File: src/rtl/bringup_pkg.sv
package bringup_pkg;
  typedef enum logic [3:0] {
    ST_IDLE, ST_PAUSE, ST_RESET, ST_TESTZ, ST_CYC, ST_SID, ST_DID,
    ST_PDX, ST_PDXA, ST_NAPX, ST_RDLAT, ST_RDDLY, ST_ROWCOL
  } step_e;

  typedef enum logic [1:0] {PH_LOAD, PH_HOLD, PH_ACKW} phase_e;

  localparam logic [1:0] OP_RESET  = 2'd0;
  localparam logic [1:0] OP_BCAST  = 2'd1;
  localparam logic [1:0] OP_DIRECT = 2'd2;

  localparam int AW = 8;
  localparam logic [AW-1:0] A_TESTZ  = 8'h10;
  localparam logic [AW-1:0] A_CYC    = 8'h11;
  localparam logic [AW-1:0] A_SID    = 8'h12;
  localparam logic [AW-1:0] A_DID    = 8'h13;
  localparam logic [AW-1:0] A_PDX    = 8'h14;
  localparam logic [AW-1:0] A_PDXA   = 8'h15;
  localparam logic [AW-1:0] A_NAPX   = 8'h16;
  localparam logic [AW-1:0] A_RDLAT  = 8'h17;
  localparam logic [AW-1:0] A_RDDLY  = 8'h18;
  localparam logic [AW-1:0] A_ROWCOL = 8'h19;
endpackage

File: src/rtl/bringup_pause.sv
module bringup_pause #(
  parameter int PAUSE_CYC = 200
) (
  input  logic clk,
  input  logic rst,
  input  logic load_i,
  output logic expired_o
);
  localparam int CW = $clog2(PAUSE_CYC + 1);

  logic [CW-1:0] cnt_q;

  always_ff @(posedge clk) begin
    if (rst)                cnt_q <= '0;
    else if (load_i)        cnt_q <= CW'(PAUSE_CYC);
    else if (cnt_q != '0)   cnt_q <= cnt_q - 1'b1;
  end

  assign expired_o = (cnt_q == '0);

  // the pause elapses one step per cycle, never faster
  assert_pause_step_R2: assert property (@(posedge clk) disable iff (rst)
    (!load_i && cnt_q != '0) |=> (cnt_q == $past(cnt_q) - 1'b1));
endmodule

File: src/rtl/bringup_payload.sv
module bringup_payload
  import bringup_pkg::*;
#(
  parameter int MAX_DEV = 32,
  parameter int DW      = 16,
  parameter int IDW     = 5
) (
  input  step_e                 step_i,
  input  logic [IDW-1:0]        idx_i,
  input  logic [DW-1:0]         cyc_ps_i,
  input  logic [MAX_DEV*IDW-1:0] devid_map_i,
  input  logic [DW-1:0]         pdx_i,
  input  logic [DW-1:0]         pdxa_i,
  input  logic [DW-1:0]         napx_i,
  input  logic [DW-1:0]         rdlat_min_i,
  input  logic [DW-1:0]         rddly_min_i,
  input  logic [DW-1:0]         rowcol_i,
  output logic [1:0]            op_o,
  output logic [IDW-1:0]        dev_o,
  output logic [AW-1:0]         addr_o,
  output logic [DW-1:0]         data_o
);
  logic [IDW-1:0] dev_tbl [MAX_DEV];
  logic [DW:0]    cyc_units;

  for (genvar g = 0; g < MAX_DEV; g++) begin : g_unpack
    assign dev_tbl[g] = devid_map_i[g*IDW +: IDW];
  end

  // round the period up to whole 64 ps units
  assign cyc_units = ({1'b0, cyc_ps_i} + (DW+1)'(63)) >> 6;

  always_comb begin
    op_o   = OP_BCAST;
    dev_o  = '0;
    addr_o = '0;
    data_o = '0;
    unique case (step_i)
      ST_RESET:  op_o = OP_RESET;
      ST_TESTZ:  addr_o = A_TESTZ;
      ST_CYC:    begin addr_o = A_CYC;   data_o = cyc_units[DW-1:0]; end
      ST_SID:    begin op_o = OP_DIRECT; dev_o = idx_i; addr_o = A_SID;
                       data_o = DW'(idx_i); end
      ST_DID:    begin op_o = OP_DIRECT; dev_o = idx_i; addr_o = A_DID;
                       data_o = DW'(dev_tbl[idx_i]); end
      ST_PDX:    begin addr_o = A_PDX;    data_o = pdx_i;       end
      ST_PDXA:   begin addr_o = A_PDXA;   data_o = pdxa_i;      end
      ST_NAPX:   begin addr_o = A_NAPX;   data_o = napx_i;      end
      ST_RDLAT:  begin addr_o = A_RDLAT;  data_o = rdlat_min_i; end
      ST_RDDLY:  begin addr_o = A_RDDLY;  data_o = rddly_min_i; end
      ST_ROWCOL: begin addr_o = A_ROWCOL; data_o = rowcol_i;    end
      default:   ;
    endcase
  end
endmodule

File: src/rtl/chan_bringup_seq.sv
module chan_bringup_seq
  import bringup_pkg::*;
#(
  parameter int MAX_DEV   = 32,
  parameter int DW        = 16,
  parameter int PAUSE_CYC = 200,
  localparam int IDW      = $clog2(MAX_DEV),
  localparam int CNTW     = $clog2(MAX_DEV + 1)
) (
  input  logic                   clk,
  input  logic                   rst,
  input  logic                   start_i,
  input  logic [CNTW-1:0]        dev_count_i,
  input  logic [DW-1:0]          cyc_ps_i,
  input  logic [MAX_DEV*IDW-1:0] devid_map_i,
  input  logic [DW-1:0]          pdx_i,
  input  logic [DW-1:0]          pdxa_i,
  input  logic [DW-1:0]          napx_i,
  input  logic [DW-1:0]          rdlat_min_i,
  input  logic [DW-1:0]          rddly_min_i,
  input  logic [DW-1:0]          rowcol_i,
  output logic                   req_valid_o,
  input  logic                   req_ready_i,
  input  logic                   ack_i,
  output logic [1:0]             req_op_o,
  output logic [IDW-1:0]         req_dev_o,
  output logic [AW-1:0]          req_addr_o,
  output logic [DW-1:0]          req_data_o,
  output logic                   done_o
);
  step_e          st_q;
  phase_e         ph_q;
  logic [IDW-1:0] idx_q;
  logic [CNTW-1:0] cnt_q;
  logic           pause_done;
  logic           go;
  logic [1:0]     p_op;
  logic [IDW-1:0] p_dev;
  logic [AW-1:0]  p_addr;
  logic [DW-1:0]  p_data;
  logic           last_dev;

  assign go       = (st_q == ST_IDLE) && start_i;
  assign last_dev = ({1'b0, idx_q} + 1'b1) >= (IDW+1)'(cnt_q);

  function automatic step_e step_after(step_e s, logic empty);
    case (s)
      ST_RESET:  return ST_TESTZ;
      ST_TESTZ:  return ST_CYC;
      ST_CYC:    return empty ? ST_PDX : ST_SID;
      ST_SID:    return ST_DID;
      ST_DID:    return ST_PDX;
      ST_PDX:    return ST_PDXA;
      ST_PDXA:   return ST_NAPX;
      ST_NAPX:   return ST_RDLAT;
      ST_RDLAT:  return ST_RDDLY;
      ST_RDDLY:  return ST_ROWCOL;
      default:   return ST_IDLE;
    endcase
  endfunction

  bringup_pause #(.PAUSE_CYC(PAUSE_CYC)) i_pause (
    .clk(clk), .rst(rst), .load_i(go), .expired_o(pause_done));

  bringup_payload #(.MAX_DEV(MAX_DEV), .DW(DW), .IDW(IDW)) i_payload (
    .step_i(st_q), .idx_i(idx_q), .cyc_ps_i(cyc_ps_i), .devid_map_i(devid_map_i),
    .pdx_i(pdx_i), .pdxa_i(pdxa_i), .napx_i(napx_i), .rdlat_min_i(rdlat_min_i),
    .rddly_min_i(rddly_min_i), .rowcol_i(rowcol_i),
    .op_o(p_op), .dev_o(p_dev), .addr_o(p_addr), .data_o(p_data));

  always_ff @(posedge clk) begin
    if (rst) begin
      st_q <= ST_IDLE;  ph_q <= PH_LOAD;  idx_q <= '0;  cnt_q <= '0;
      req_valid_o <= 1'b0;  req_op_o <= '0;  req_dev_o <= '0;
      req_addr_o <= '0;  req_data_o <= '0;  done_o <= 1'b0;
    end else begin
      unique case (st_q)
        ST_IDLE: if (start_i) begin
          st_q   <= ST_PAUSE;
          done_o <= 1'b0;
          idx_q  <= '0;
          cnt_q  <= (dev_count_i > CNTW'(MAX_DEV)) ? CNTW'(MAX_DEV) : dev_count_i;
        end
        ST_PAUSE: if (pause_done) begin
          st_q <= ST_RESET;
          ph_q <= PH_LOAD;
        end
        default: begin
          unique case (ph_q)
            PH_LOAD: begin
              req_valid_o <= 1'b1;
              req_op_o    <= p_op;
              req_dev_o   <= p_dev;
              req_addr_o  <= p_addr;
              req_data_o  <= p_data;
              ph_q        <= PH_HOLD;
            end
            PH_HOLD: if (req_ready_i) begin
              req_valid_o <= 1'b0;
              ph_q        <= PH_ACKW;
            end
            default: if (ack_i) begin
              ph_q <= PH_LOAD;
              if (st_q == ST_ROWCOL) begin
                st_q   <= ST_IDLE;
                done_o <= 1'b1;
              end else if ((st_q == ST_SID || st_q == ST_DID) && !last_dev) begin
                idx_q <= idx_q + 1'b1;
              end else begin
                idx_q <= '0;
                st_q  <= step_after(st_q, cnt_q == '0);
              end
            end
          endcase
        end
      endcase
    end
  end

  // ---- assertion support: has the serial reset been accepted this run
  logic rst_seen;
  always_ff @(posedge clk) begin
    if (rst || go) rst_seen <= 1'b0;
    else if (req_valid_o && req_ready_i && req_op_o == OP_RESET) rst_seen <= 1'b1;
  end

  assert_hold_R3: assert property (@(posedge clk) disable iff (rst)
    (req_valid_o && !req_ready_i) |=> (req_valid_o && $stable(req_op_o) &&
      $stable(req_dev_o) && $stable(req_addr_o) && $stable(req_data_o)));

  assert_single_outstanding_R3: assert property (@(posedge clk) disable iff (rst)
    (ph_q == PH_ACKW && st_q != ST_IDLE && st_q != ST_PAUSE) |-> !req_valid_o);

  assert_reset_first_R2: assert property (@(posedge clk) disable iff (rst)
    req_valid_o |-> (req_op_o == OP_RESET || rst_seen));

  assert_quiet_pause_R2: assert property (@(posedge clk) disable iff (rst)
    (st_q == ST_PAUSE) |-> !req_valid_o);

  assert_done_quiet_R11: assert property (@(posedge clk) disable iff (rst)
    done_o |-> !req_valid_o);

  assert_busy_start_R12: assert property (@(posedge clk) disable iff (rst)
    (st_q != ST_IDLE && start_i) |=> (st_q != ST_PAUSE || $past(st_q) == ST_PAUSE));
endmodule

File: config.mk
export PLATFORM = sky130hd
export DESIGN_NAME = chan_bringup_seq
export DESIGN_NICKNAME = d
export VERILOG_FILES = /design/src/rtl/bringup_pkg.sv /design/src/rtl/bringup_pause.sv /design/src/rtl/bringup_payload.sv /design/src/rtl/chan_bringup_seq.sv
export SDC_FILE = /design/constraint.sdc
export NUM_CORES = 1
export LEC_CHECK = 0
export BUFFER_PORTS_ARGS = -buffer_cell sky130_fd_sc_hd__buf_4
export CORE_AREA = 2 2 124 126
export CTS_CLUSTER_DIAMETER = 60
export DETAILED_ROUTE_END_ITERATION = 6
export DIE_AREA = 0 0 126 128
export PLACE_DENSITY_LB_ADDON = 0.15
export SYNTH_ARGS = -nofsm -noshare
export SYNTH_HDL_FRONTEND = slang
export SYNTH_SLANG_ARGS = --single-unit
File: constraint.sdc
create_clock -name clk -period 4.19 [get_ports clk]
set_input_delay 0.419 -clock clk [delete_from_list [all_inputs] [get_ports clk]]
set_output_delay 0.419 -clock clk [all_outputs]
set_load 0.02 [all_outputs]
==> impl_metrics.env, run 1 <==
export IMPL_status="completed"
export IMPL_fmax_mhz=350
export IMPL_fill_cells=1490
export IMPL_avgSynthCellArea_sq_um=8.63
export IMPL_clock_latency_ps=300
export IMPL_ys_ff_latch=55
export IMPL_power_density_nw_per_um2=282
export IMPL_synthArstFlopShare=0
export IMPL_drive_gt1_frac=0.433
export IMPL_p_total_w=0.00217
export IMPL_clock_sinks=55
export IMPL_grt_max_degree=59
export IMPL_yosys_area_top_type="dfxtp_1"
export IMPL_rsz0062_at_grt="false"
export IMPL_ir_worst_vdd_mv=0.177
export IMPL_fin_tns_setup_ps=0
export IMPL_post_synth_top_count_cell="nand2_1"
export IMPL_cts_resized_gates=0
export IMPL_cp_data_arrival_time_ps=3050
export IMPL_overflow=0
export IMPL_postRouteAntennaNets=0
export IMPL_first_pass_iters=6
export IMPL_die_height_um=128
export IMPL_gp_congestion=0.896
export IMPL_clk_pin_slew_ps=70
export IMPL_core_sq_um=14900
export IMPL_grt_pass1_wl_um=32200
export IMPL_internal_power_w=0.00130
export IMPL_synth_area_sq_um=5200
export IMPL_end_kind="register"
export IMPL_p_leak_nw=3.24
export IMPL_worstPathRequired_ps=4380
export IMPL_cts_tree="built"
export IMPL_crit_path_max_incr_delay_ps=540
export IMPL_min_period_ps=2860
export IMPL_synth_distinct_cells=75
export IMPL_finalSetupViolations=0
export IMPL_slew_headroom=0.325
export IMPL_yosys_top_cells_count="nand2_1 (69), dfxtp_1 (55), a21oi_1 (44), nor2_1 (39), mux4_2 (33)"
export IMPL_io_buffers=312
export IMPL_num_rows=45
export IMPL_cts_made_buffers=5
export IMPL_synth_area_leaders="dfxtp_1 (21%), mux4_2 (14%), mux2i_1 (5.6%)"
export IMPL_slowest_stage="buf_4"
export IMPL_fin_util=0.518
export IMPL_vias=6041
export IMPL_switching_power_w=0.000862
export IMPL_holdCritPathClass="input port to register"
export IMPL_combPwrFrac=0.486
export IMPL_antenna_found_initial=0
export IMPL_cts_setup_buffers=0
export IMPL_syn_to_final_growth_pct=48.1
export IMPL_dieArea_sq_um=16100
export IMPL_path_cells="buf_4 > nand3_1 > xnor2_1 > ha_1 > a21o_1 > a21oi_1 > o211a_1 > o22a_1 > mux2_2"
export IMPL_wl_um=21400
export IMPL_wl_per_cell_um=20.1
export IMPL_final_max_slew_viol_count=0
export IMPL_cts_htree_levels=2
export IMPL_syn_inst=602
export IMPL_hold_viol=0
export IMPL_crit_fanout=44
export IMPL_grt_use_total=0.251
export IMPL_nNetsFinal=1170
export IMPL_remaining_drc_errors=0
export IMPL_cts_root_buf="clkbuf_16"
export IMPL_synth_edf_count=0
export IMPL_power_share_switching=0.398
export IMPL_initial_core_util=0.350
export IMPL_diodes=0
export IMPL_vias_per_cell=5.68
export IMPL_io_pins=316
export IMPL_cts_hold_buffers=0
export IMPL_yosys_warnings=0
export IMPL_die_x_um=126
export IMPL_critPathKind="register to register"
export IMPL_synth_flop_cell="dfxtp_1"
export IMPL_skew_ps=6.39
export IMPL_grt_pass1_vias=6114
export IMPL_dp_hpwl_um=17100
export IMPL_synth_top_area_share=0.212
export IMPL_fin_crit_sh=0.682
export IMPL_worst_slew_pin_slew_ps=987
export IMPL_clk_path_buf_depth=2
export IMPL_p_clk_frac=0.194
export IMPL_maxCapViolCount=0
export IMPL_drt_iter0_drc=497
export IMPL_ff2ff_setup_slack_ps=1330
export IMPL_pwr_share_seq=0.320
export IMPL_synth_seq_area_share=0.212
export IMPL_startpoint_type="register"
==> power groups by stage <==
stage	clock [W]	sequential [W]	combinational (W)
final	0.000420	0.000693	0.00105
after global routing	0.000450	0.000705	0.00115
after CTS	0.000428	0.000691	0.00105
after detailed placement	0	0.000701	0.00105
after global placement	0	0.000696	0.00103
after floorplan	0	0.000668	0.000666
==> critical path, delay by kind of cell, from the launching register on <==
kind / cells / cell delay (ps)
simple gates: 1 / 180
mux: 1 / 350
buf+inv: 1 / 540
flops: 1 / 330
fa+ha+maj: 1 / 200
xor+xnor: 1 / 200
compound gates: 4 / 930
==> logic make-up after synthesis <==
logic type | after synthesis | share of synthesized area
XOR/XNOR | 14 | 0.0236
AND/OR/NAND/NOR | 212 | 0.202
buffers and inverters | 75 | 0.0720
flip-flops | 55 | 0.212
other | 1 | 0.000722
AO/OA/AOI/OAI | 160 | 0.218
multiplexers | 73 | 0.243
adder cells (fa/ha/maj) | 12 | 0.0289
==> registers in the layout, summed over array words and instances, names as in the netlist <==
| name | flops |
|---|---|
| req_data_o | 16 |
| i_pause.cnt_q | 8 |
| cnt_q | 6 |
| idx_q | 5 |
| req_addr_o | 5 |
| req_dev_o | 5 |
| st_q | 4 |
| ph_q | 2 |
| req_op_o | 2 |
| done_o | 1 |
| req_valid_o | 1 |
==> layout make-up <==
class	instances	area (sq um)	share of cell area
sequential	55	1100	0.144
timing repair buffer	321	2410	0.313
tap	188	235	0.0306
clock inverter	2	17.5	0.00228
multi-input combinational	474	3730	0.485
clock buffer	5	125	0.0163
inverter	18	67.6	0.00878
==> worst paths after layout <==
kind	from	to	cells past startpoint
hold / removal	dev_count_i[4]	cnt_q[4]$_SDFFE_PP0P_	3
setup / recovery	idx_q[0]$_SDFFE_PP0P_	st_q[3]$_SDFFE_PP0P_	9
hold reg to reg	req_data_o[7]$_SDFFE_PP0P_	req_data_o[7]$_SDFFE_PP0P_	2
setup reg to reg	idx_q[0]$_SDFFE_PP0P_	st_q[3]$_SDFFE_PP0P_	9
==> per-stage QoR <==
| stage | hold WS (ps) | cell area (sq um) | cells | worst slack (ps) |
|---|---|---|---|---|
| 2_1_floorplan | 439 | 5200 | 604 | 1380 |
| 3_3_place_gp | 437 | 7550 | 1056 | 1450 |
| 3_5_place_dp | 443 | 7550 | 1056 | 1320 |
| 4_1_cts | 395 | 7690 | 1063 | 1300 |
| 5_1_grt | 403 | 7690 | 1063 | 1120 |
| 6_report | 398 | 7690 | 1063 | 1330 |
==> per-layer routing <==
metal | global-route usage | routed length (um)
met3 | 0.0405 | 1670
met2 | 0.453 | 10900
met5 | 0 | 0
met1 | 0.299 | 7990
met4 | 0.0976 | 791
==> cells in the final DEF, fill, tap and decap left out, types with 7 or more instances in the layout <==
cell	count
a211oi_1	11
a21oi_1	44
a22oi_1	9
a31oi_1	13
and3_1	11
buf_4	321
dfxtp_1	52
ha_1	12
inv_1	17
mux2i_1	29
mux4_1	7
mux4_2	33
nand2_1	69
nand2b_1	8
nand3_1	26
nor2_1	39
nor2b_1	8
nor3_1	17
o21ai_0	11
xnor2_1	8
Note: power is estimated with default switching activity, not from simulation.
==> run 2: changes to the inputs <==
--- a/config.mk
+++ b/config.mk
@@ -6,10 +6,10 @@
 export NUM_CORES = 1
 export LEC_CHECK = 0
 export BUFFER_PORTS_ARGS = -buffer_cell sky130_fd_sc_hd__buf_4
-export CORE_AREA = 2 2 124 126
+export CORE_AREA = 2 2 121 123
 export CTS_CLUSTER_DIAMETER = 60
 export DETAILED_ROUTE_END_ITERATION = 6
-export DIE_AREA = 0 0 126 128
+export DIE_AREA = 0 0 123 125
 export PLACE_DENSITY_LB_ADDON = 0.15
 export SYNTH_ARGS = -nofsm -noshare
 export SYNTH_HDL_FRONTEND = slang
==> constraint.sdc (replaced) <==
create_clock -name clk -period 2.7 [get_ports clk]
set_input_delay 0.27 -clock clk [delete_from_list [all_inputs] [get_ports clk]]
set_output_delay 0.27 -clock clk [all_outputs]
set_load 0.02 [all_outputs]
==> run 2 against run 1 <==
Net effect: the run now ends with design-rule violations left; sequential power rose by 50%; combinational power rose by 67%; sequential cell count unchanged; die area shrank 4.7%; first-iteration DRC count fell by 8.9%; clock skew is 1.4 ps higher; non-clock buffer count up 16; clock power up 81%; design area increased by 2.2%.
==> impl_metrics.env, run 2 (synthesis gave the netlist of run 1 again) <==
export IMPL_status="complete, but fails checks"
export IMPL_violations="design-rule violations"
export IMPL_maxCapViolCount=0
export IMPL_grt_max_degree=59
export IMPL_reg_top3="req_data_o x16, i_pause.cnt_q x8, cnt_q x6"
export IMPL_wl_per_cell_um=20.5
export IMPL_gp_congestion=0.955
export IMPL_remaining_drc_errors=1
export IMPL_largest_register="req_data_o"
export IMPL_final_common_cell="buf_4"
export IMPL_ir_worst_vdd_mv=0.322
export IMPL_drive_gt1_frac=0.444
export IMPL_end_kind="register"
export IMPL_min_period_ps=2470
export IMPL_holdPathEnd="cnt_q[5]$_SDFFE_PP0P_"
export IMPL_hold_path_startpoint="dev_count_i[5]"
export IMPL_multi_input_area_sq_um=3730
export IMPL_vias_per_cell=5.66
export IMPL_p_total_w=0.00355
export IMPL_drt_iter0_drc=453
export IMPL_dp_hpwl_um=18100
export IMPL_grt_use_total=0.279
export IMPL_io_buffers=312
export IMPL_worst_hold_path_num_cells=3
export IMPL_critPathKind="register to register"
export IMPL_io_pins=316
export IMPL_initial_core_util=0.366
export IMPL_fin_tns_setup_ps=0
export IMPL_cts_htree_levels=2
export IMPL_wl_um=22100
export IMPL_syn_to_final_growth_pct=51.3
export IMPL_worstPathRequired_ps=2890
export IMPL_fin_crit_sh=0.914
export IMPL_r2r_cells=9
export IMPL_final_max_slew_viol_count=0
export IMPL_die_x_um=123
export IMPL_register_area_sq_um=1100
export IMPL_skew_ps=7.83
export IMPL_cts_made_buffers=5
export IMPL_core_sq_um=14200
export IMPL_postRouteAntennaNets=0
export IMPL_r2r_end="st_q[3]$_SDFFE_PP0P_"
export IMPL_fill_cells=1296
export IMPL_first_pass_iters=7
export IMPL_overflow=0
export IMPL_clk_pin_slew_ps=80
export IMPL_fmax_mhz=405
export IMPL_cp_data_arrival_time_ps=2650
export IMPL_die_height_um=125
export IMPL_power_density_nw_per_um2=452
export IMPL_grt_pass1_wl_um=33100
export IMPL_worst_slew_pin_slew_ps=876
export IMPL_clock_sinks=55
export IMPL_slew_headroom=0.401
export IMPL_diodes=0
export IMPL_clock_latency_ps=300
export IMPL_startpoint_type="register"
export IMPL_nNetsFinal=1186
export IMPL_antenna_found_initial=0
export IMPL_hold_viol=0
export IMPL_dieArea_sq_um=15400
export IMPL_largest_register_ffs=16
export IMPL_clk_path_buf_depth=2
export IMPL_rsz0062_at_grt="false"
export IMPL_vias=6092
export IMPL_mostFrequentLayoutCells="buf_4 (335), nand2_1 (69), dfxtp_1 (52)"
export IMPL_cts_tree="built"
export IMPL_r2r_start="idx_q[1]$_SDFFE_PP0P_"
export IMPL_cts_root_buf="clkbuf_16"
export IMPL_finalSetupViolations=0
export IMPL_num_rows=44
export IMPL_ff2ff_setup_slack_ps=230
export IMPL_holdCritPathClass="input port to register"
export IMPL_grt_pass1_vias=6149
export IMPL_crit_fanout=5
export IMPL_p_leak_nw=3.33
run 2: cell count changes in the layout (fill, tap and decap cells not counted):
cell	previous run	this run
nor3_1	17	18
nor3_2	1	0
o22a_1	1	0
buf_4	321	335
o22a_2	0	1
bufinv_16	0	1
buf_12	0	2
run 2: final cells by class:
class	count	area share
Multi-Input combinational cell	474	0.475
Timing Repair Buffer	337	0.325
Sequential cell	55	0.141
Tap cell	184	0.0293
Clock buffer	5	0.0159
Inverter	18	0.00859
Clock inverter	3	0.00605
run 2: routing by layer:
| layer | share of wire | vias up | track usage |
|---|---|---|---|
| li1 | - | 2885 | - |
| met1 | 0.39 | 2932 | 0.345 |
| met2 | 0.53 | 244 | 0.506 |
| met3 | 0.053 | 31 | 0.0269 |
| met4 | 0.027 | 0 | 0.0822 |
| met5 | 0 | - | 0 |
run 2: worst max path at each step:
stage / cells after the start / slack, ps / startpoint / endpoint
after global routing: 9 / 50 / idx_q[1]$_SDFFE_PP0P_ / st_q[0]$_SDFFE_PP0P_
after floorplan: 12 / 20 / idx_q[2]$_SDFFE_PP0P_ / st_q[0]$_SDFFE_PP0P_
after global placement: 9 / 270 / idx_q[1]$_SDFFE_PP0P_ / st_q[0]$_SDFFE_PP0P_
after CTS: 9 / 110 / idx_q[1]$_SDFFE_PP0P_ / st_q[3]$_SDFFE_PP0P_
after detailed placement: 9 / 130 / idx_q[1]$_SDFFE_PP0P_ / st_q[3]$_SDFFE_PP0P_
final: 9 / 230 / idx_q[1]$_SDFFE_PP0P_ / st_q[3]$_SDFFE_PP0P_
run 2: critical path: stages, from the launching register on:
cell and delay [ps]:
dfxtp_1 430, ha_1 240, nand3_1 100, xnor2_1 210, ha_1 280, a21o_1 160, a21oi_1 130, o211a_1 230
o22a_2 220, mux2_2 340
run 2: repair_timing:
item | in CTS | in global routing
endpoints found under the setup margin | 0 | 3
buffers inserted | 0 | 3
hold buffers | 0 | 0
resized for setup | 0 | 1
run 2: metrics by stage:
step           area (sq um)  instances  hold slack, ps   util  setup WS [ps]
3_5_place_dp           7660       1065             442  0.540            130
5_1_grt                7860       1076             271  0.553           52.6
6_report               7860       1076             249  0.553            232
2_1_floorplan          5210        604             406      -           15.5
3_3_place_gp           7660       1065             435  0.540            272
4_1_cts                7840       1073             249  0.552            107
run 2: report_power, final:
group          switching (W)  internal, W
clock               0.000318     0.000444
sequential          0.000115     0.000923
combinational       0.000929     0.000825
==> run 3: changes to the inputs <==
--- a/config.mk
+++ b/config.mk
@@ -5,11 +5,11 @@
 export SDC_FILE = /design/constraint.sdc
 export NUM_CORES = 1
 export LEC_CHECK = 0
-export BUFFER_PORTS_ARGS = -buffer_cell sky130_fd_sc_hd__buf_4
-export CORE_AREA = 2 2 121 123
+export CORE_AREA = 2 2 123 125
 export CTS_CLUSTER_DIAMETER = 60
 export DETAILED_ROUTE_END_ITERATION = 6
-export DIE_AREA = 0 0 123 125
+export DIE_AREA = 0 0 125 127
+export DONT_BUFFER_PORTS = 1
 export PLACE_DENSITY_LB_ADDON = 0.15
 export SYNTH_ARGS = -nofsm -noshare
 export SYNTH_HDL_FRONTEND = slang
==> constraint.sdc (replaced) <==
create_clock -name clk -period 2.5 [get_ports clk]
set_input_delay 0.25 -clock clk [delete_from_list [all_inputs] [get_ports clk]]
set_output_delay 0.25 -clock clk [all_outputs]
set_load 0.02 [all_outputs]
==> run 3 against run 2 <==
Net effect: the run now ends clean; global-route usage down 3.8 points; combinational power decreased by 13%; sequential cell count is the same; design area is 28% lower; clock skew is 5.2 ps higher; sequential power grew 12%; die area rose by 3.3%; critical endpoint unchanged.
==> impl_metrics.env, run 3 (synthesis gave the netlist of run 1 again) <==
export IMPL_fill_cells=1521
export IMPL_drive_gt1_frac=0.167
export IMPL_die_height_um=127
export IMPL_postRouteAntennaNets=0
export IMPL_hold_ws_ps=10.1
export IMPL_fin_crit_sh=0.929
export IMPL_gp_congestion=0.959
export IMPL_status="completed"
export IMPL_min_period_ps=2320
export IMPL_io_pins=316
export IMPL_finalSetupViolations=0
export IMPL_final_max_slew_viol_count=0
export IMPL_r2r_cells=9
export IMPL_critPathKind="register to register"
export IMPL_num_rows=44
export IMPL_slew_headroom=0.529
export IMPL_io_buffers=0
export IMPL_antenna_found_initial=1
export IMPL_worst_slew_pin_slew_ps=700
export IMPL_fin_util=0.392
export IMPL_nNetsFinal=888
export IMPL_clk_path_buf_depth=2
export IMPL_reg_top3="req_data_o x16, i_pause.cnt_q x8, cnt_q x6"
export IMPL_clk_pin_slew_ps=80
export IMPL_cts_made_buffers=5
export IMPL_cts_setup_buffers=0
export IMPL_dpl_cell_area_sq_um=5470
export IMPL_dieArea_sq_um=15900
export IMPL_grt_max_degree=59
export IMPL_first_pass_iters=7
export IMPL_mostFrequentLayoutCells="nand2_1 (69), dfxtp_1 (52), a21oi_1 (44)"
export IMPL_remaining_drc_errors=0
export IMPL_largest_register="req_data_o"
export IMPL_p_clk_frac=0.216
export IMPL_overflow=0
export IMPL_cts_htree_levels=2
export IMPL_skew_ps=13.0
export IMPL_wl_per_cell_um=25.6
export IMPL_wl_um=20000
export IMPL_largest_register_ffs=16
export IMPL_crit_fanout=4
export IMPL_die_x_um=125
export IMPL_clock_latency_ps=310
export IMPL_hold_viol=0
export IMPL_final_common_cell="nand2_1"
export IMPL_startpoint_type="register"
export IMPL_rsz0062_at_grt="false"
export IMPL_initial_core_util=0.360
export IMPL_power_share_switching=0.411
export IMPL_pwr_share_seq=0.340
export IMPL_instances_no_fill=780
export IMPL_combPwrFrac=0.444
export IMPL_r2r_end="st_q[3]$_SDFFE_PP0P_"
export IMPL_vias_per_cell=6.36
export IMPL_syn_to_final_growth_pct=8.69
export IMPL_r2r_start="idx_q[0]$_SDFFE_PP0P_"
export IMPL_ff2ff_setup_slack_ps=180
export IMPL_core_sq_um=14400
export IMPL_internal_power_w=0.00202
export IMPL_ir_worst_vdd_mv=0.322
export IMPL_cts_tree="built"
export IMPL_cp_data_arrival_time_ps=2520
export IMPL_cp_startpoint="idx_q[0]$_SDFFE_PP0P_"
export IMPL_grt_use_total=0.241
export IMPL_grt_pass1_vias=5002
export IMPL_maxCapViolCount=0
export IMPL_holdCritPathClass="input port to register"
export IMPL_dp_cells=767
export IMPL_switching_power_w=0.00141
export IMPL_finish_instance_area_sq_um=5650
export IMPL_fmax_mhz=431
export IMPL_end_kind="register"
export IMPL_grt_pass1_wl_um=29900
export IMPL_cp_endpoint="st_q[3]$_SDFFE_PP0P_"
export IMPL_clock_sinks=55
export IMPL_drt_iter0_drc=263
export IMPL_p_leak_nw=1.89
export IMPL_fin_tns_setup_ps=0
export IMPL_vias=4959
export IMPL_power_density_nw_per_um2=607
export IMPL_worstPathRequired_ps=2690
export IMPL_cts_root_buf="clkbuf_16"
export IMPL_dp_hpwl_um=16200
run 3: cell count changes in the layout (fill, tap and decap cells not counted), moves of 2 or more:
cell,before,now
dlygate4sd3_1,0,3
diode_2,0,2
mux2_4,0,3
mux2_2,3,1
buf_4,335,34
run 3: how the worst min path moves through the flow:
stage | from | to | slack [ps] | cells past startpoint
after floorplan | dev_count_i[5] | cnt_q[5]$_SDFFE_PP0P_ | 390 | 2
after global placement | rst | req_dev_o[1]$_SDFFE_PP0P_ | 330 | 1
after detailed placement | rst | req_addr_o[1]$_SDFFE_PP0P_ | 330 | 1
after CTS | rst | done_o$_SDFFE_PP0P_ | 4 | 1
after global routing | rst | req_addr_o[1]$_SDFFE_PP0P_ | 7 | 1
final | rst | req_dev_o[1]$_SDFFE_PP0P_ | 10 | 1
run 3: critical path: stages, from the launching register on:
cell and delay (ps):
dfxtp_2 360, ha_1 250, nand3_4 100, xnor2_2 150
ha_1 310, a21o_1 160, a21oi_1 120, o211a_1 210
o22a_2 220, mux2_4 310
run 3: final cells by class:
cell class                      instances  area, sq um  area share
Timing Repair Buffer                   39          325      0.0576
Clock buffer                            5          125      0.0221
Clock inverter                          3         23.8     0.00421
Sequential cell                        55         1100       0.196
Antenna cell                            2         5.00    0.000886
Multi-Input combinational cell        474         3770       0.667
Inverter                               18         67.6      0.0120
Tap cell                              184          230      0.0408
run 3: per-layer routing:
metal | global-route usage | routed length (um)
met1 | 0.296 | 7960
met2 | 0.438 | 10200
met3 | 0.0377 | 1290
met4 | 0.0732 | 523
met5 | 0 | 0
run 3: repair_timing:
item	CTS	global route
gates resized for setup	0	0
endpoints found under the hold margin	1	1
hold buffers	1	2
run 3: per-stage QoR:
| stage | setup WS, ps | total power [W] |
|---|---|---|
| after floorplan | 14.3 | 0.00225 |
| after global placement | 223 | 0.00267 |
| after detailed placement | 215 | 0.00270 |
| after CTS | 193 | 0.00345 |
| after global routing | 5.65 | 0.00366 |
| final | 178 | 0.00343 |
run 3: power groups by stage:
| stage | combinational [W] | sequential, W | clock [W] |
|---|---|---|---|
| after CTS | 0.00153 | 0.00116 | 0.000762 |
| final | 0.00152 | 0.00116 | 0.000742 |
| after detailed placement | 0.00152 | 0.00118 | 0 |
| after global routing | 0.00168 | 0.00119 | 0.000793 |
| after floorplan | 0.00113 | 0.00112 | 0 |
| after global placement | 0.00149 | 0.00118 | 0 |
